$ cat src/rtl/clkgen_ctrl_pkg.sv
package clkgen_ctrl_pkg;
  localparam int FS_W    = 3;
  localparam int FS_B    = 1;
  localparam int FS_C    = 2;
  localparam int CFG_AW  = 4;
  localparam int CFG_DW  = 8;
  localparam int MAP_FLD = 4;

  typedef struct packed {
    logic [FS_W-1:0] fs;
    logic            pair_cpu;
  } strap_t;
endpackage

$ cat src/rtl/clkgen_ctrl_sync.sv
module clkgen_ctrl_sync #(
  parameter int W = 1,
  parameter logic [W-1:0] RST_VAL = '0
) (
  input  logic         clk,
  input  logic         rst_n,
  input  logic [W-1:0] d,
  output logic [W-1:0] q
);
  for (genvar b = 0; b < W; b++) begin : g_bit
    logic s1, s2;
    always_ff @(posedge clk or negedge rst_n) begin
      if (!rst_n) begin
        s1 <= RST_VAL[b];
        s2 <= RST_VAL[b];
      end else begin
        s1 <= d[b];
        s2 <= s1;
      end
    end
    assign q[b] = s2;
  end
endmodule

$ cat src/rtl/clkgen_ctrl_strap.sv
module clkgen_ctrl_strap
  import clkgen_ctrl_pkg::*;
(
  input  logic            clk,
  input  logic            rst_n,
  input  logic            strobe_s,
  input  strap_t          strap_s,
  output logic            valid,
  output strap_t          strap_q,
  output logic            pd,
  output logic            test_mode,
  output logic            test_hiz,
  output logic            test_refdiv
);
  always_ff @(posedge clk or negedge rst_n) begin
    if (!rst_n) begin
      valid   <= 1'b0;
      strap_q <= '0;
    end else if (!valid && !strobe_s) begin
      valid   <= 1'b1;
      strap_q <= strap_s;
    end
  end

  assign pd          = valid && strobe_s;
  assign test_mode   = valid && strap_q.fs[FS_B];
  assign test_hiz    = test_mode && !strap_q.fs[FS_C];
  assign test_refdiv = test_mode && strap_q.fs[FS_C];

  a_r2_valid_sticky: assert property (@(posedge clk) disable iff (!rst_n)
    valid |=> valid);
  a_r3_straps_hold: assert property (@(posedge clk) disable iff (!rst_n)
    valid |=> $stable(strap_q));
endmodule

$ cat src/rtl/clkgen_ctrl_reqmap.sv
module clkgen_ctrl_reqmap
  import clkgen_ctrl_pkg::*;
#(
  parameter int N_SRC    = 8,
  parameter int N_REQ    = 2,
  parameter int MAP_ADDR = 8,
  parameter int FIRST_DEFAULT = 4
) (
  input  logic              clk,
  input  logic              rst_n,
  input  logic              wr_valid,
  input  logic [CFG_AW-1:0] wr_addr,
  input  logic [CFG_DW-1:0] wr_data,
  input  logic [N_REQ-1:0]  req_s,
  output logic [N_SRC-1:0]  src_ok
);
  localparam int IW = $clog2(N_SRC);

  logic [IW-1:0] map_q [N_REQ];
  logic          hit;
  assign hit = wr_valid && (wr_addr == CFG_AW'(MAP_ADDR));

  for (genvar k = 0; k < N_REQ; k++) begin : g_map
    always_ff @(posedge clk or negedge rst_n) begin
      if (!rst_n)   map_q[k] <= IW'(FIRST_DEFAULT + k);
      else if (hit) map_q[k] <= wr_data[k*MAP_FLD +: IW];
    end
  end

  for (genvar i = 0; i < N_SRC; i++) begin : g_src
    always_comb begin
      logic mapped, asked;
      mapped = 1'b0;
      asked  = 1'b0;
      for (int k = 0; k < N_REQ; k++) begin
        if (map_q[k] == IW'(i)) begin
          mapped = 1'b1;
          if (!req_s[k]) asked = 1'b1;
        end
      end
      src_ok[i] = !mapped || asked;
    end
  end
endmodule

$ cat src/rtl/clkgen_ctrl_oe.sv
module clkgen_ctrl_oe #(
  parameter int N_CPU = 3,
  parameter int N_SRC = 8,
  parameter int N_PCI = 6
) (
  input  logic             clk,
  input  logic             rst_n,
  input  logic             valid,
  input  logic             pd,
  input  logic             test_mode,
  input  logic             pair_cpu,
  input  logic             cpu_go,
  input  logic             pci_go,
  input  logic [N_SRC-1:0] src_ok,
  output logic [N_CPU-1:0] cpu_oe,
  output logic [N_SRC-1:0] src_oe,
  output logic [N_PCI-1:0] pci_oe
);
  logic run;
  logic [N_CPU-1:0] cpu_d;
  logic [N_SRC-1:0] src_d;

  assign run = valid && !pd && !test_mode;

  for (genvar j = 0; j < N_CPU; j++) begin : g_cpu
    if (j == N_CPU - 1) begin : g_shared
      assign cpu_d[j] = run && cpu_go && pair_cpu;
    end else begin : g_fixed
      assign cpu_d[j] = run && cpu_go;
    end
  end

  for (genvar i = 0; i < N_SRC; i++) begin : g_src
    if (i == N_SRC - 1) begin : g_shared
      assign src_d[i] = run && src_ok[i] && !pair_cpu;
    end else begin : g_fixed
      assign src_d[i] = run && src_ok[i];
    end
  end

  always_ff @(posedge clk or negedge rst_n) begin
    if (!rst_n) begin
      cpu_oe <= '0;
      src_oe <= '0;
      pci_oe <= '0;
    end else begin
      cpu_oe <= cpu_d;
      src_oe <= src_d;
      pci_oe <= {N_PCI{run && pci_go}};
    end
  end

  a_r4_pair_exclusive: assert property (@(posedge clk) disable iff (!rst_n)
    !(cpu_oe[N_CPU-1] && src_oe[N_SRC-1]));
  a_r5_test_blank: assert property (@(posedge clk) disable iff (!rst_n)
    test_mode |=> (cpu_oe == '0 && src_oe == '0 && pci_oe == '0));
  a_r6_pd_blank: assert property (@(posedge clk) disable iff (!rst_n)
    pd |=> (cpu_oe == '0 && src_oe == '0 && pci_oe == '0));
  a_r7_cpu_stop: assert property (@(posedge clk) disable iff (!rst_n)
    !cpu_go |=> cpu_oe == '0);
  a_r8_pci_stop: assert property (@(posedge clk) disable iff (!rst_n)
    !pci_go |=> pci_oe == '0);
endmodule

$ cat src/rtl/clkgen_ctrl.sv
module clkgen_ctrl
  import clkgen_ctrl_pkg::*;
#(
  parameter int N_CPU    = 3,
  parameter int N_SRC    = 8,
  parameter int N_PCI    = 6,
  parameter int N_REQ    = 2,
  parameter int MAP_ADDR = 8
) (
  input  logic              clk,
  input  logic              rst_n,
  input  logic              pgood_pd,
  input  logic [FS_W-1:0]   strap_fs,
  input  logic              strap_pair_cpu,
  input  logic              cpu_stop_n,
  input  logic              pci_stop_n,
  input  logic [N_REQ-1:0]  clk_req_n,
  input  logic              cfg_wr_valid,
  output logic              cfg_wr_ready,
  input  logic [CFG_AW-1:0] cfg_wr_addr,
  input  logic [CFG_DW-1:0] cfg_wr_data,
  output logic              straps_valid,
  output logic [FS_W-1:0]   fs_latched,
  output logic              pair_is_cpu,
  output logic              test_mode,
  output logic              test_hiz,
  output logic              test_refdiv,
  output logic [N_CPU-1:0]  cpu_oe,
  output logic [N_SRC-1:0]  src_oe,
  output logic [N_PCI-1:0]  pci_oe
);
  localparam int SW = 1 + FS_W + 1 + 2 + N_REQ;
  localparam logic [SW-1:0] SYNC_RST = {1'b1, {(FS_W + 1){1'b0}}, 2'b11, {N_REQ{1'b1}}};

  logic [SW-1:0]    raw, synced;
  logic             strobe_s, cstop_s, pstop_s, pd;
  logic [N_REQ-1:0] req_s;
  strap_t           strap_s, strap_q;
  logic [N_SRC-1:0] src_ok;

  assign raw = {pgood_pd, strap_fs, strap_pair_cpu, cpu_stop_n, pci_stop_n, clk_req_n};
  assign {strobe_s, strap_s, cstop_s, pstop_s, req_s} = synced;
  assign cfg_wr_ready = 1'b1;

  clkgen_ctrl_sync #(.W(SW), .RST_VAL(SYNC_RST)) u_sync (
    .clk(clk), .rst_n(rst_n), .d(raw), .q(synced));

  clkgen_ctrl_strap u_strap (
    .clk(clk), .rst_n(rst_n), .strobe_s(strobe_s), .strap_s(strap_s),
    .valid(straps_valid), .strap_q(strap_q), .pd(pd), .test_mode(test_mode),
    .test_hiz(test_hiz), .test_refdiv(test_refdiv));

  assign fs_latched  = strap_q.fs;
  assign pair_is_cpu = strap_q.pair_cpu;

  clkgen_ctrl_reqmap #(.N_SRC(N_SRC), .N_REQ(N_REQ), .MAP_ADDR(MAP_ADDR)) u_map (
    .clk(clk), .rst_n(rst_n), .wr_valid(cfg_wr_valid && cfg_wr_ready),
    .wr_addr(cfg_wr_addr), .wr_data(cfg_wr_data), .req_s(req_s), .src_ok(src_ok));

  clkgen_ctrl_oe #(.N_CPU(N_CPU), .N_SRC(N_SRC), .N_PCI(N_PCI)) u_oe (
    .clk(clk), .rst_n(rst_n), .valid(straps_valid), .pd(pd), .test_mode(test_mode),
    .pair_cpu(strap_q.pair_cpu), .cpu_go(cstop_s), .pci_go(pstop_s), .src_ok(src_ok),
    .cpu_oe(cpu_oe), .src_oe(src_oe), .pci_oe(pci_oe));

  a_r1_idle_before_latch: assert property (@(posedge clk) disable iff (!rst_n)
    !straps_valid |=> (cpu_oe == '0 && src_oe == '0 && pci_oe == '0));
endmodule

$ cat config.mk
export PLATFORM = sky130hd
export DESIGN_NAME = clkgen_ctrl
export DESIGN_NICKNAME = d
export VERILOG_FILES = /design/src/rtl/clkgen_ctrl_pkg.sv /design/src/rtl/clkgen_ctrl_sync.sv /design/src/rtl/clkgen_ctrl_strap.sv /design/src/rtl/clkgen_ctrl_reqmap.sv /design/src/rtl/clkgen_ctrl_oe.sv /design/src/rtl/clkgen_ctrl.sv
export SDC_FILE = /design/constraint.sdc
export NUM_CORES = 1
export LEC_CHECK = 0
export BUFFER_PORTS_ARGS = -buffer_cell sky130_fd_sc_hd__buf_2
export CAP_MARGIN = 10
export CORE_MARGIN = 2
export CORE_UTILIZATION = 50
export DETAILED_ROUTE_END_ITERATION = 10
export PLACE_DENSITY = 0.86
export SLEW_MARGIN = 40
export SYNTH_ARGS = -nofsm -noshare
export SYNTH_HDL_FRONTEND = slang
export SYNTH_SLANG_ARGS = --single-unit
$ cat constraint.sdc
create_clock -name clk -period 1.75 [get_ports clk]
set_input_delay 0.4375 -clock clk [delete_from_list [all_inputs] [get_ports clk]]
set_output_delay 0.4375 -clock clk [all_outputs]
set_load 0.05 [all_outputs]
==> key figures, run 1 <==
Power and ir drop
  • Comb pwr share: 21.5%
  • Switch share: around a third
  • VDD IR max: 716 uV
  • Pint: 0.00140 W
  • Power Total: 0.00206 W
  • PD cells: 1080 nW/um^2
  • P_leak: 0.907 nW
  • Clock share of power: 22.9%
  • Sw power: 0.000667 W
  • Sequential share of power: 55.6%

Global routing
  • GRT Total Usage: 17.9%
  • Initial antenna violation count: 0
  • Largest net degree at the start of global routing: 24
  • Grt ovf: 0
  • Vias in the first global route: between 1000 and 1500
  • First-pass GRT wire length: approximately 4600 microns

Drt
  • Drt pass-1 iters: 4
  • Avg Vias per Cell: 5.01
  • Wire length per cell: about 14 microns
  • Starting DRT DRC Count: 29
  • Via count: 1043
  • Detail Route Antenna Nets: 0
  • Residual DRC: 0
  • Final wirelength: 2820 microns

Timing
  • Clock skew: 0.00240 ns
  • Minimum clock period after layout: approximately 1.7 ns
  • Final Hold Fails: 0
  • Relative slew slack: a little over half
  • Slew of the pin with the lowest slew margin: 0.686 ns
  • Final Max Slew Viols: 0
  • Fmax: ~600 MHz
  • Final setup TNS: 0 ns
  • RSZ-0062 raised after global routing: false
  • Final setup viols: 0
  • Post-route clock period utilization: 97.0%

Clocking
  • Root Driver: clkbuf_4
  • Maximum root-to-sink buffer count: 2
  • Clk slew on worst S/H paths: 0.11 ns
  • Post-CTS setup buffers: 0
  • Sink Count: 40
  • CTS tree: done
  • H-tree depth: 2
  • Skew-Pair Late Insertion Delay: 0.34 ns
  • Inserted Clock Buffers: 5
  • Post-CTS Hold Fix Bufs: 0

Worst hold path
  • Worst Hold Class: input pin to asynchronous set/reset pin

Setup path
  • R2R cell count: 2
  • Worst EP required: 1.31 ns
  • Worst R2R End: u_oe.cpu_oe[2]$_DFF_PN0_
  • Reg2reg start: u_strap.strap_q[2]$_DFFE_PN0P_
  • Crit Path Class: register to output port
  • Crit. End Element: output port
  • Startpoint Class: register
  • Maximum fanout along the worst path: 7
  • FF-to-FF setup slack: about 0.38 ns
  • CP arrival: 1.26 ns

Place
  • Port bufs: 46
  • Routability cong.: around 0.75
  • DP HPWL: 2030 microns

Yosys
  • Sequential share of the synthesized area: 62.6%
  • Gate Count Post-Synth: between 100 and 150
  • Async S/R FF share, synth: 100%
  • Post-synth cell types: 28
  • Ys flop type: dfrtp_1
  • Number of synthesized flops with an enable pin: 0
  • Area of the mapped netlist: 1620 sq um
  • Post-synthesis register bit count: 40
  • Synth warn: 0
  • Syn_area_per_cell: 13.4 sq um
  • Synthesized Nets: 145

Finish
  • Register area: 1020 sq um
  • Ratio of cells with drive above 1 in the final layout: 53.7%
  • Ant. Diodes: 0
  • Filler instances: 240
  • Area grow syn2layout: 17.8%
  • Area of the multi-input gates: 526 sq um
  • NumNets Final: ~190

Die
  • Starting Density: 52.8%
  • Num ports: 50
  • Cell Rows: 20
  • Core area: 3080 sq um
  • Die W: 61.0 microns
  • Die Y: 61.0 microns
  • Die area: 3720 sq um

Run status
  • Status: finished, final reports clean

Flow run
  • MaxCap Viol Count: 0
==> registers in the layout (all words and copies together) (netlist names) <==
signal / flops
u_map.map_q: 6
u_oe.src_oe: 8
u_oe.cpu_oe: 2
u_strap.valid: 1
u_sync.g_bit.s1: 9
u_oe.pci_oe: 1
u_strap.strap_q: 4
u_sync.g_bit.s2: 9
==> power groups by stage <==
stage / combinational (W) / sequential (W) / clock [W]
after CTS: 0.000448 / 0.00114 / 0.000487
after global placement: 0.000429 / 0.00115 / 0
after floorplan: 0.000313 / 0.00120 / 0
after detailed placement: 0.000446 / 0.00116 / 0
after global routing: 0.000482 / 0.00116 / 0.000528
final: 0.000445 / 0.00115 / 0.000473
==> cells in the mapped netlist (4+ instances only) <==
master	number	area, sq um
mux2_2	12	135
nor2_1	4	15.0
dfstp_2	13	342
buf_4	10	75.1
nand3_1	4	20.0
dfrtp_1	27	676
nor3b_1	5	37.5
nand2_1	4	15.0
nor2b_1	6	37.5
a21oi_1	4	20.0
==> layout by cell type, fill, tap and decap left out, types with 3 or more instances in the layout <==
cell      Yosys  final
a21oi_1       4      4
buf_2         3     45
clkbuf_4      0      5
dfrtp_1      27     25
dfstp_2      13     13
mux2_2       12     12
mux2i_1       3      3
nand2_1       4      4
nand3_1       4      4
nand3b_1      3      3
nor2_1        4      4
nor2b_1       6      5
nor3b_1       5      5
o21a_1        3      3
==> what timing repair did <==
action                                  in CTS  in global routing
gates resized for setup                      1                  1
endpoints found under the setup margin       1                  1
endpoints found under the hold margin        0                  0
==> cells by family (layout without fill, tap and decap cells) <==
kind of cell           count (synthesis)  count (layout)  share of synthesized area [%]
flip-flops                            40              40                           62.6
AND/OR/NAND/NOR                       40              40                           16.1
multiplexers                          15              15                           10.2
buffers and inverters                 13              56                           5.55
AO/OA/AOI/OAI                         12              12                           5.32
other                                  1               1                          0.231
==> worst max path at each step <==
stage	endpoint	slack, ns	from
4_1_cts	test_hiz	0.01	u_strap.valid$_DFFE_PN0P_
3_3_place_gp	u_map.map_q[4]$_DFFE_PN0P_	0.27	cfg_wr_addr[2]
5_1_grt	test_hiz	0.003	u_strap.valid$_DFFE_PN0P_
3_5_place_dp	u_map.map_q[4]$_DFFE_PN0P_	0.23	cfg_wr_addr[2]
2_1_floorplan	test_hiz	0.03	u_strap.strap_q[2]$_DFFE_PN0P_
6_report	test_hiz	0.05	u_strap.valid$_DFFE_PN0P_
==> layer usage <==
layer / track usage, % / wire (microns)
met1: 21.0 / 1210
met2: 30.0 / 1400
met3: 6.18 / 155
met4: 7.45 / 48
met5: 0 / 0
==> per-stage QoR <==
step	setup WS (ns)	hold slack, ns	cells	instance area, sq um	utilization [%]
2_1_floorplan	0.0264	0.142	121	1640	-
3_3_place_gp	0.267	0.334	200	1850	60.0
3_5_place_dp	0.228	0.336	200	1850	60.0
4_1_cts	0.00969	0.0527	208	1910	62.0
5_1_grt	0.00271	0.0566	208	1910	62.2
6_report	0.0531	0.0422	208	1910	62.2
==> final cells by class <==
class	count	area share (%)
tap	44	2.88
timing repair buffer	48	13.1
sequential	40	53.3
multi-input combinational	68	27.5
clock inverter	2	0.523
clock buffer	6	2.68
==> critical path, stage by stage, from the launching register on <==
cell     delay, ns
dfrtp_2       0.45
and2_2        0.20
nor2b_4       0.12
buf_6         0.15
Note: power is estimated with default switching activity, not from simulation.
==> run 2: changes to the inputs <==
- REMOVE_ABC_BUFFERS: unset -> 1
- SKIP_CTS_REPAIR_TIMING: unset -> 1
==> key figures, run 2 (synthesis gave the netlist of run 1 again) <==
Flow run
  • MaxCap Viol Count: 0 (unchanged)

Clocking
  • CTS tree: done
  • Maximum root-to-sink buffer count: 2 (unchanged)
  • Root Driver: clkbuf_4
  • Inserted Clock Buffers: 5 (unchanged)
  • Skew-Pair Late Insertion Delay: 0.34 ns (about the same)
  • Clk slew on worst S/H paths: 0.12 ns (about the same)
  • Sink Count: 40 (unchanged)
  • H-tree depth: 2 (unchanged)

Die
  • Core area: 3080 sq um (unchanged)
  • Cell Rows: 20 (unchanged)
  • Starting Density: 52.8% (unchanged)
  • Die Y: 61.0 microns (unchanged)
  • Die area: 3720 sq um (unchanged)
  • Die W: 61.0 microns (unchanged)
  • Num ports: 50 (unchanged)

Setup path
  • Reg2reg start: u_strap.valid$_DFFE_PN0P_
  • Worst EP required: 1.31 ns (about the same)
  • CP peak stage delay: 0.43 ns (-0.02 ns)
  • FF-to-FF setup slack: 0.30 ns (-0.08 ns)
  • Startpoint Class: register
  • Crit Path Class: register to output port
  • Worst R2R End: u_strap.strap_q[1]$_DFFE_PN0P_
  • R2R cell count: 4 (+2)
  • CP arrival: 1.25 ns (about the same)
  • Worst path slowest cell: dfrtp_1
  • CP cell instances: and2_1 > nor2b_2 > buf_6
  • Crit. End Element: output port
  • Maximum fanout along the worst path: 4 (-3)

Timing
  • Post-route clock period utilization: 96.6% (-0.34 points)
  • Final Max Slew Viols: 0 (unchanged)
  • Minimum clock period after layout: 1.69 ns (-0.00587 ns)
  • Setup ws final: 0.0590 ns (+0.00587 ns)
  • Final Hold Fails: 0 (unchanged)
  • Clock skew: 0.00947 ns (+0.00707 ns)
  • Fmax: 591 MHz (+0.35%)
  • Final setup viols: 0 (unchanged)

Drt
  • Final wirelength: 2840 microns (+0.67%)
  • Detail Route Antenna Nets: 0 (unchanged)
  • Residual DRC: 0 (unchanged)
  • Via count: 1044 (+0.096%)
  • Avg Vias per Cell: 4.90 (-2.3%)
  • Wire length per cell: 13.3 microns (-1.7%)
  • Drt pass-1 iters: 4 (unchanged)
  • Starting DRT DRC Count: 21 (-28%)

Power and ir drop
  • P_leak: 0.939 nW (+3.5%)
  • Power Total: 0.00218 W (+5.6%)
  • PD cells: 1100 nW/um^2 (+2.4%)
  • VDD IR max: 907 uV (+27%)

Global routing
  • GRT Total Usage: 17.0% (-0.82 points)
  • Largest net degree at the start of global routing: 41 (+71%)
  • Grt ovf: 0 (unchanged)
  • Met3 global-route usage: 6.61% (+0.43 points)
  • Initial antenna violation count: 0 (unchanged)
  • Met2 Use GR: 28.0% (-2.0 points)
  • Gr busiest metal: met2
  • Vias in the first global route: 1012 (+1.0%)
  • First-pass GRT wire length: 4460 microns (-3.7%)
  • Global Route met1 Usage: 20.1% (-0.87 points)

Place
  • DP HPWL: 1920 microns (-5.3%)
  • Routability cong.: 0.771 (+2.1%)
  • Worst slack, placed: 0.246 ns (+0.0174 ns)
  • Port bufs: 46 (unchanged)

Finish
  • Ant. Diodes: 0 (unchanged)
  • Most common cell after layout, fill and taps aside: buf_2
  • Area grow syn2layout: 21.5%
  • Ratio of cells with drive above 1 in the final layout: 53.3% (-0.40 points)
  • Largest regs: u_sync.g_bit.s1 (9), u_sync.g_bit.s2 (9), u_oe.src_oe (8)
  • NumNets Final: 192 (+2.7%)
  • Most frequent cells in the layout: 45 x buf_2, 27 x dfrtp_1, 13 x dfstp_2, 12 x mux2_2, 6 x buf_4

Worst hold path
  • Worst Hold Class: input pin to asynchronous set/reset pin

Run status
  • Status: finished, final reports clean
-- run 2: power breakdown --
| part | internal [W] | switching [W] | total [W] |
|---|---|---|---|
| Combinational | 0.000177 | 0.000268 | 0.000445 |
| Sequential | 0.00103 | 0.000118 | 0.00115 |
| Clock | 0.000298 | 0.000287 | 0.000585 |
-- run 2: worst max-delay path by stage --
stage | to | slack [ns] | start
floorplan | pci_oe[0] | -0.76 | u_oe.pci_oe[0]$_DFF_PN0_
global placement | u_map.map_q[4]$_DFFE_PN0P_ | 0.27 | cfg_wr_addr[2]
detailed placement | u_map.map_q[1]$_DFFE_PN0P_ | 0.25 | cfg_wr_addr[2]
CTS | test_hiz | -0.05 | u_strap.valid$_DFFE_PN0P_
global route | test_refdiv | -0.04 | u_strap.strap_q[2]$_DFFE_PN0P_
finish | test_hiz | 0.06 | u_strap.valid$_DFFE_PN0P_
-- run 2: metrics by stage --
step / setup TNS (ns) / util, % / hold WS [ns] / cell area (sq um) / instances
6_report: 0 / 64.1 / 0.0422 / 1970 / 213
5_1_grt: -0.0697 / 64.1 / 0.0162 / 1970 / 213
3_5_place_dp: 0 / 60.0 / 0.337 / 1850 / 200
4_1_cts: -0.0543 / 62.6 / 0.0278 / 1930 / 208
2_1_floorplan: -5.23 / - / 0.142 / 1530 / 108
3_3_place_gp: 0 / 60.0 / 0.332 / 1850 / 200
-- run 2: area by class of cell --
class / count / area, sq um
Clock buffer: 5 / 37.5
Clock inverter: 3 / 42.5
Fill cell: 252 / 1100
Multi-Input combinational cell: 68 / 519
Sequential cell: 40 / 1020
Tap cell: 44 / 55.1
Timing Repair Buffer: 53 / 302
-- run 2: layer usage --
layer	vias to the layer above	wire, microns
li1	504	-
met1	499	1140
met2	34	1500
met3	7	143
met4	0	51
met5	-	0
-- run 2: critical path, delay by kind of cell (launching register included) --
kind	cells	cell delay, ns
buffers and inverters	1	0.15
flip-flops	1	0.43
AND/OR/NAND/NOR	2	0.34
